[src/rtl/sps_pkg.sv]
package sps_pkg;
  typedef enum logic [1:0] {
    ST_INIT = 2'd0,
    ST_IDLE = 2'd1,
    ST_WAIT = 2'd2,
    ST_BUSY = 2'd3
  } seq_state_e;

  typedef enum logic [1:0] {
    CMD_NONE = 2'd0,
    CMD_IDLE = 2'd1,
    CMD_CTRL = 2'd2,
    CMD_SRST = 2'd3
  } cmd_e;
endpackage

[src/rtl/sps_regs.sv]
module sps_regs
  import sps_pkg::*;
#(
  parameter int AW        = 8,
  parameter int DW        = 8,
  parameter int PW        = 8,
  parameter int TW        = 8,
  parameter int DEF_PRE   = 3,
  parameter int DEF_TMR   = 4,
  parameter logic [AW-1:0] A_FLAG = 8'h00,
  parameter logic [AW-1:0] A_STAT = 8'h07,
  parameter logic [AW-1:0] A_CMD  = 8'h05,
  parameter logic [AW-1:0] A_PRE  = 8'h0D,
  parameter logic [AW-1:0] A_TMR  = 8'h0E
) (
  input  logic          clk,
  input  logic          rst_n,
  input  logic          in_init,
  input  logic          tick,
  input  logic          wr_en,
  input  logic [AW-1:0] wr_addr,
  input  logic [DW-1:0] wr_data,
  input  logic [AW-1:0] rd_addr,
  input  logic          busy,
  input  logic          idle,
  output logic [PW-1:0] pre_val,
  output logic [TW-1:0] tmr_val,
  output cmd_e          pend,
  output logic [DW-1:0] rd_data
);
  logic wr_ok;
  cmd_e new_cmd;

  assign wr_ok = wr_en && !in_init;

  // Decode the command byte; unknown codes map to no command.
  always_comb begin
    new_cmd = CMD_NONE;
    if (wr_ok && wr_addr == A_CMD) begin
      if (wr_data == DW'(0))      new_cmd = CMD_SRST;
      else if (wr_data == DW'(1)) new_cmd = CMD_IDLE;
      else if (wr_data == DW'(2)) new_cmd = CMD_CTRL;
    end
  end

  always_ff @(posedge clk or negedge rst_n) begin
    if (!rst_n) begin
      pre_val <= PW'(DEF_PRE);
      tmr_val <= TW'(DEF_TMR);
      pend    <= CMD_NONE;
    end else if (in_init) begin
      pre_val <= PW'(DEF_PRE);
      tmr_val <= TW'(DEF_TMR);
      pend    <= CMD_NONE;
    end else begin
      if (wr_ok && wr_addr == A_PRE) pre_val <= wr_data[PW-1:0];
      if (wr_ok && wr_addr == A_TMR) tmr_val <= wr_data[TW-1:0];
      if (new_cmd != CMD_NONE) pend <= new_cmd;
      else if (tick)           pend <= CMD_NONE;
    end
  end

  always_comb begin
    rd_data = '0;
    if (rd_addr == A_FLAG)      rd_data[1] = idle;
    else if (rd_addr == A_STAT) rd_data[0] = busy;
  end
endmodule

[src/rtl/sps_timer.sv]
module sps_timer #(
  parameter int PW = 8,
  parameter int TW = 8
) (
  input  logic          clk,
  input  logic          rst_n,
  input  logic          hold,
  input  logic [PW-1:0] pre_val,
  input  logic [TW-1:0] tmr_val,
  output logic          tick
);
  logic [PW-1:0] pre_cnt;
  logic [TW-1:0] tmr_cnt;
  logic          pre_hit;
  logic          tmr_hit;

  // Compare with >= so a value lowered mid-count never forces a wrap.
  assign pre_hit = pre_cnt >= pre_val;
  assign tmr_hit = tmr_cnt >= tmr_val;
  assign tick    = pre_hit && tmr_hit && !hold;

  always_ff @(posedge clk or negedge rst_n) begin
    if (!rst_n) begin
      pre_cnt <= '0;
      tmr_cnt <= '0;
    end else if (hold) begin
      pre_cnt <= '0;
      tmr_cnt <= '0;
    end else if (pre_hit) begin
      pre_cnt <= '0;
      tmr_cnt <= tmr_hit ? '0 : tmr_cnt + 1'b1;
    end else begin
      pre_cnt <= pre_cnt + 1'b1;
    end
  end
endmodule

[src/rtl/sps_fsm.sv]
module sps_fsm
  import sps_pkg::*;
#(
  parameter int INIT_CYCLES = 8
) (
  input  logic clk,
  input  logic rst_n,
  input  logic tick,
  input  logic compute_done,
  input  cmd_e pend,
  output logic busy,
  output logic idle,
  output logic in_init
);
  localparam int ICW = $clog2(INIT_CYCLES + 1);

  seq_state_e        state, nxt;
  logic [ICW-1:0]    init_cnt;

  always_comb begin
    nxt = state;
    if (state == ST_INIT) begin
      if (init_cnt == ICW'(INIT_CYCLES - 1)) nxt = ST_IDLE;
    end else if (tick) begin
      unique case (pend)
        CMD_SRST: nxt = ST_INIT;
        CMD_IDLE: nxt = ST_IDLE;
        CMD_CTRL: nxt = ST_BUSY;
        default:  nxt = (state == ST_IDLE) ? ST_IDLE : ST_BUSY;
      endcase
    end else if (state == ST_BUSY && compute_done) begin
      nxt = ST_WAIT;
    end
  end

  always_ff @(posedge clk or negedge rst_n) begin
    if (!rst_n) begin
      state    <= ST_INIT;
      init_cnt <= '0;
    end else begin
      state    <= nxt;
      init_cnt <= (state == ST_INIT) ? init_cnt + 1'b1 : '0;
    end
  end

  assign busy    = (state == ST_BUSY);
  assign idle    = (state == ST_IDLE);
  assign in_init = (state == ST_INIT);
endmodule

[src/rtl/sps_seq.sv]
module sps_seq
  import sps_pkg::*;
#(
  parameter int AW          = 8,
  parameter int DW          = 8,
  parameter int PW          = 8,
  parameter int TW          = 8,
  parameter int DEF_PRE     = 3,
  parameter int DEF_TMR     = 4,
  parameter int INIT_CYCLES = 8
) (
  input  logic          clk,
  input  logic          rst_n,
  input  logic          wr_en,
  input  logic [AW-1:0] wr_addr,
  input  logic [DW-1:0] wr_data,
  input  logic [AW-1:0] rd_addr,
  output logic [DW-1:0] rd_data,
  input  logic          compute_done,
  output logic          busy,
  output logic          idle
);
  logic          period_tick;
  logic          in_init;
  logic [PW-1:0] pre_val;
  logic [TW-1:0] tmr_val;
  cmd_e          pend;

  sps_regs #(
    .AW(AW), .DW(DW), .PW(PW), .TW(TW),
    .DEF_PRE(DEF_PRE), .DEF_TMR(DEF_TMR)
  ) u_regs (
    .clk(clk), .rst_n(rst_n), .in_init(in_init), .tick(period_tick),
    .wr_en(wr_en), .wr_addr(wr_addr), .wr_data(wr_data),
    .rd_addr(rd_addr), .busy(busy), .idle(idle),
    .pre_val(pre_val), .tmr_val(tmr_val), .pend(pend), .rd_data(rd_data)
  );

  sps_timer #(.PW(PW), .TW(TW)) u_timer (
    .clk(clk), .rst_n(rst_n), .hold(in_init),
    .pre_val(pre_val), .tmr_val(tmr_val), .tick(period_tick)
  );

  sps_fsm #(.INIT_CYCLES(INIT_CYCLES)) u_fsm (
    .clk(clk), .rst_n(rst_n), .tick(period_tick),
    .compute_done(compute_done), .pend(pend),
    .busy(busy), .idle(idle), .in_init(in_init)
  );
endmodule

[config.mk]
export PLATFORM = sky130hd
export DESIGN_NAME = sps_seq
export DESIGN_NICKNAME = d
export VERILOG_FILES = /design/src/rtl/sps_pkg.sv /design/src/rtl/sps_regs.sv /design/src/rtl/sps_timer.sv /design/src/rtl/sps_fsm.sv /design/src/rtl/sps_seq.sv
export SDC_FILE = /design/constraint.sdc
export NUM_CORES = 1
export LEC_CHECK = 0
export BUFFER_PORTS_ARGS = -buffer_cell sky130_fd_sc_hd__buf_2
export CAP_MARGIN = 5
export CORE_MARGIN = 8
export CORE_UTILIZATION = 55
export CTS_CLUSTER_DIAMETER = 200
export DETAILED_ROUTE_END_ITERATION = 7
export PLACE_DENSITY = 0.76
export SYNTH_ARGS = -nofsm -noshare
export SYNTH_HDL_FRONTEND = slang
export SYNTH_HIERARCHICAL = 1
export SYNTH_SLANG_ARGS = --single-unit
[constraint.sdc]
create_clock -name clk -period 7.3 [get_ports clk]
set_input_delay 0.365 -clock clk [delete_from_list [all_inputs] [get_ports clk]]
set_output_delay 0.365 -clock clk [all_outputs]
set_load 0.02 [all_outputs]
# == Yosys cells after proc, flatten, opt, wreduce, memory -nomap -nowiden ==
# Index checks and enable logic that the tools add are counted.
# totals
input_bits,28
wordCells,69
regBits,40
output_inout_bits,10
# classes
eq_ne,13
n_lt_le_gt_ge,2
muxes,26
addsub,3
reduce_logical,18
# op_table
operator,count
$mux W8,9
$mux W2,12
$add A8 B1 Y8 const B,2
$eq A8 B3 Y1 const B,2
$eq A8 B4 Y1 const B,2
$ge A8 B8 Y1,2
$logic_not A8 Y1,2
$eq A8 B1 Y1 const B,1
$eq A8 B2 Y1 const B,1
$reduce_bool A2 Y1,4
$logic_and A1 B1 Y1,7
$eq A2 B2 Y1 const B,3
$pmux W2 S3,1
$reduce_bool A3 Y1,2
$add A4 B1 Y4 const B,1
$eq A2 B1 Y1 const B,2
$eq A4 B3 Y1 const B,1
$mux W4,1
$mux W1,3
$logic_not A2 Y1,1
$ne A2 B1 Y1 const B,1
$reduce_and A2 Y1,1
$logic_not A1 Y1,1

# == Logic depth before layout (Yosys ltp) ==
# depth
ltp_word,8
ltp_mapped,10
ltp_nobuf,9

# == Modules after synthesis ==
# Netlist, hierarchy kept.
# by_module_without_submodules
mod,seq_area_each_um2,cells_per_inst,n_inst,area_each_um2
sps_timer,400.4,140,1,1255.0
sps_regs,454.2,90,1,922.1
sps_fsm,150.1,27,1,306.5

# == Worst setup path before layout ==
# OpenSTA, ideal clock, no wires.
# synth_path
kind,reg-to-reg
from,register u_regs.tmr_val[2]
to,register u_fsm.state[0]
stages_incl_launch_ff,11
arrival_ns,2.275
t_required_ns,7.170
setup_ns,0.130
slack_ns,4.894
n_path_buf,1
period_less_slack_ns,2.406
path_cell_list,dfstp_2 -> inv_1 -> ha_1 -> or3_1 -> a21oi_1 -> o31a_2 -> buf_2 -> nor4_1 -> a21oi_1 -> o21ai_1 -> o211ai_2
# synth_between
elab_chain_len,5
elab_cells_between_ends,7
cone_classes,1 x order compare; 2 x mux; 4 x reduce/logical
# synth_lines
item,line,source
"start, declared",sps_regs.sv:27,"output logic [TW-1:0] tmr_val,"
"start signal, assigned",sps_regs.sv:49,tmr_val <= TW'(DEF_TMR);
"start signal, assigned",sps_regs.sv:53,tmr_val <= TW'(DEF_TMR);
"start signal, assigned",sps_regs.sv:57,if (wr_ok && wr_addr == A_TMR) tmr_val <= wr_data[TW-1:0];
$ge A8 B8 Y1 *,sps_timer.sv:19,assign tmr_hit = tmr_cnt >= tmr_val;
$logic_and A1 B1 Y1 * (2 in series),sps_timer.sv:20,assign tick = pre_hit && tmr_hit && !hold;
named net period_tick,sps_seq.sv:23,logic period_tick;
$reduce_bool A3 Y1 (no source line) / $mux W2 (equally long branches),-,
$reduce_and A2 Y1 (no source line) / $mux W2 (equally long branches),-,
"end signal, assigned",sps_fsm.sv:41,state <= nxt;
"end, declared",sps_fsm.sv:17,"seq_state_e state, nxt;"
# Mark *: on every way through the listed nets, which the timed path passes. The rest lies on a longest branch.
# A chain may end at the register's enable or synchronous reset.

# == Worst setup path after layout ==
# Same ends and word-level chain as after synthesis.

==> run_results.csv <==
group,metric,value,unit
route,route.vias.total,1974,
synth,synth_edf_count,0,
timing,fmax,377,MHz
global_routing,grt_pass1_wl,9100,µm
floorplanning,ios,38,
timing,tightest_slew,1.01,ns
global_routing,grt_pass1_vias,1938,
synth,avgSynthCellArea,9.66,µm²
floorplanning,chipWidth,83.2,µm
placement,post_dp_cell_area,0.00262,mm²
route,ant_nets,0,
clock_network,clk_pin_slew,0.08,ns
placement,port_buffers,31,
run,maxCapViolations,0,
synth,async_flop_share,100,%
final_layout,layout-drive-gt1-share,18.2,%
power_and_ir_drop,power,632,µW
timing,finClkSkew,0.00864,ns
placement,post-place-cells,329,
clock_network,cts.repair.resized,0,
final_layout,final_util,62.5,%
clock_network,ctsHoldBuffers,0,
clock_network,clock_path_buffers,2,
final_layout,nNetsFinal,331,
global_routing,antenna_found_initial,0,
final_layout,final_cells,337,
route,finalWirelength,5240,µm
power_and_ir_drop,cellPowerDensity,232,mW/mm²
worst_setup_path,path_max_fanout,13,
placement,dp_hpwl,3780,µm
final_layout,fin_area,0.00272,mm²
worst_setup_path,required,7.48,ns
clock_network,cts_setup_buffers,0,
global_routing,grt_max_degree,52,
worst_setup_path,cp-start-kind,"flip-flop",
timing,rsz0062_at_grt,"false",
floorplanning,start_util,57.0,%
floorplanning,die-area,0.00692,mm²
clock_network,cts_sinks,40,
clock_network,cts_root_buf,"clkbuf_8",
final_layout,diodes,0,
synth,yosys_warnings,6,
clock_network,cts_buffers,5,
timing,setup_slack,4.65,ns
global_routing,grt_overflow,0,
synth,synth_cell_type_count,53,
power_and_ir_drop,peakVddDrop,0.170,mV
power_and_ir_drop,power.leakage,1.31,nW
timing,slew_viol_final,0,
synth,synth_seq_cells,40,
global_routing,grt_usage,15.6,%
floorplanning,core_region_area,0.00435,mm²
route,drc_errors,0,
timing,whs,0.195,ns
floorplanning,die_y,83.2,µm
timing,relSlewSlack,32.4,%
synth,syn_inst,257,
worst_setup_path,worstSetupEndpointType,"flip-flop",
timing,setup_tns,0,ns
route,first_iter_violations,175,
clock_network,clk_latency,0.29,ns
route,avgViaCountPerCell,5.86,
worst_setup_path,cp.arrival,2.83,ns
timing,finalSetupViolations,0,
timing,fin_crit_sh,36.3,%
placement,place_ws,4.69,ns
timing,period_needed,2.65,ns
worst_hold_path,min_path_type,"input port to async pin",
placement,place.gp.congestion,0.817,
floorplanning,rows,24,
synth,synthFlopType,"dfrtp_1",
synth,netlist_area,0.00248,mm²
route,wire_per_inst,15.5,µm
clock_network,cts.htree.levels,2,
final_layout,areaGrowthSynthToFinish,9.62,%
outcome,status,"finished clean",
route,firstDrtPassIters,4,
worst_setup_path,path_class,"flip-flop to flip-flop",
synth,ys_seq_area_share,40.5,%
clock_network,cts_tree,"yes",
timing,hold_viol,0,
cell families (layout without fill, tap and decap cells):
| logic type | count (synthesis) | after routing | synth area share [%] |
|---|---|---|---|
| xor+xnor | 8 | 8 | 2.82 |
| mux | 10 | 10 | 4.03 |
| other cells | 1 | 6 | 0.151 |
| buf+inv | 42 | 65 | 8.26 |
| simple gates | 96 | 96 | 23.2 |
| compound gates | 41 | 41 | 11.5 |
| fa+ha+maj | 19 | 19 | 9.57 |
| flops | 40 | 40 | 40.5 |
critical path, cell delays in order, from the launching register on:
cell and delay [ns]:
dfstp_2 0.53, inv_1 0.04, ha_1 0.26, or3_1 0.09, a21oi_1 0.06, o31a_2 0.45, nor4_1 0.72, a21oi_1 0.10
o21ai_1 0.19, o211ai_2 0.09
power by group:
| part | internal, mW | switching [mW] | total, mW |
|---|---|---|---|
| logic | 0.0693 | 0.119 | 0.188 |
| registers | 0.245 | 0.0203 | 0.265 |
| clock network | 0.101 | 0.0773 | 0.179 |
| total | 0.416 | 0.216 | 0.632 |
final cells by class:
class	instances	area, µm²
flip-flops and latches	40	1000
inverters	26	97.6
multi-input cells	180	1290
well taps	52	65.1
fillers	359	1630
clock buffers	6	72.6
clock inverters	2	35.0
repair buffers	31	155
sequential cells by signal, indices dropped and copies added, names as in the netlist:
signal,flops
u_timer/pre_cnt,8
u_regs/pre_val,8
u_fsm/state,2
u_timer/tmr_cnt,8
u_regs/pend,2
u_fsm/init_cnt,4
u_regs/tmr_val,8
per-layer routing:
layer | track usage [%] | up-vias | part of all wire, %
li1 | - | 968 | -
met1 | 18.2 | 946 | 44
met2 | 25.3 | 51 | 48
met3 | 4.69 | 9 | 5.3
met4 | 7.83 | 0 | 2.2
met5 | 0 | - | 0
layout by cell type, fill, tap and decap left out, drive strengths merged, types with 4 or more instances in the layout:
cell / netlist / routed
nor4: 4 / 4
a21oi: 9 / 9
nand4: 8 / 8
o21a: 4 / 4
nand2b: 5 / 5
nand2: 4 / 4
inv: 26 / 26
buf: 12 / 31
mux2i: 10 / 10
dfrtp: 37 / 37
nand3: 13 / 13
clkbuf: 4 / 6
o21ai: 10 / 10
conb: 1 / 6
xor2: 5 / 5
ha: 19 / 19
nor2b: 4 / 4
nor3b: 4 / 4
nor2: 17 / 17
nor3: 17 / 17
o311ai: 4 / 4
path summary, 6_finish.rpt:
kind	from	end	slack, ns	cells past startpoint
max	u_regs/tmr_val[2]$_DFFE_PN1P_	u_fsm/state[0]$_DFFE_PN0P_	4.65	9
min	rst_n	u_regs/pre_val[4]$_DFFE_PN0P_	0.19	1
max reg2reg	u_regs/tmr_val[2]$_DFFE_PN1P_	u_fsm/state[0]$_DFFE_PN0P_	4.65	9
min reg2reg	u_fsm/init_cnt[0]$_DFF_PN0_	u_fsm/init_cnt[0]$_DFF_PN0_	0.47	1
max in group asynchronous	rst_n	u_regs/tmr_val[4]$_DFFE_PN0P_	6.56	1
min in group clk	wr_data[1]	u_regs/pend[0]$_DFFE_PN0P_	0.31	2
Yosys cell counts (6+ instances only):
library cell,instances,area (µm²)
buf_4,6,45.0
nand4_1,7,43.8
o21ai_0,8,40.0
dfrtp_1,37,926
ha_1,19,238
a21oi_1,9,45.0
inv_1,26,97.6
nor2_1,16,60.1
mux2i_1,10,100
nand3_1,12,60.1
nor3_1,16,80.1
Power figures use the tool's default switching activity.
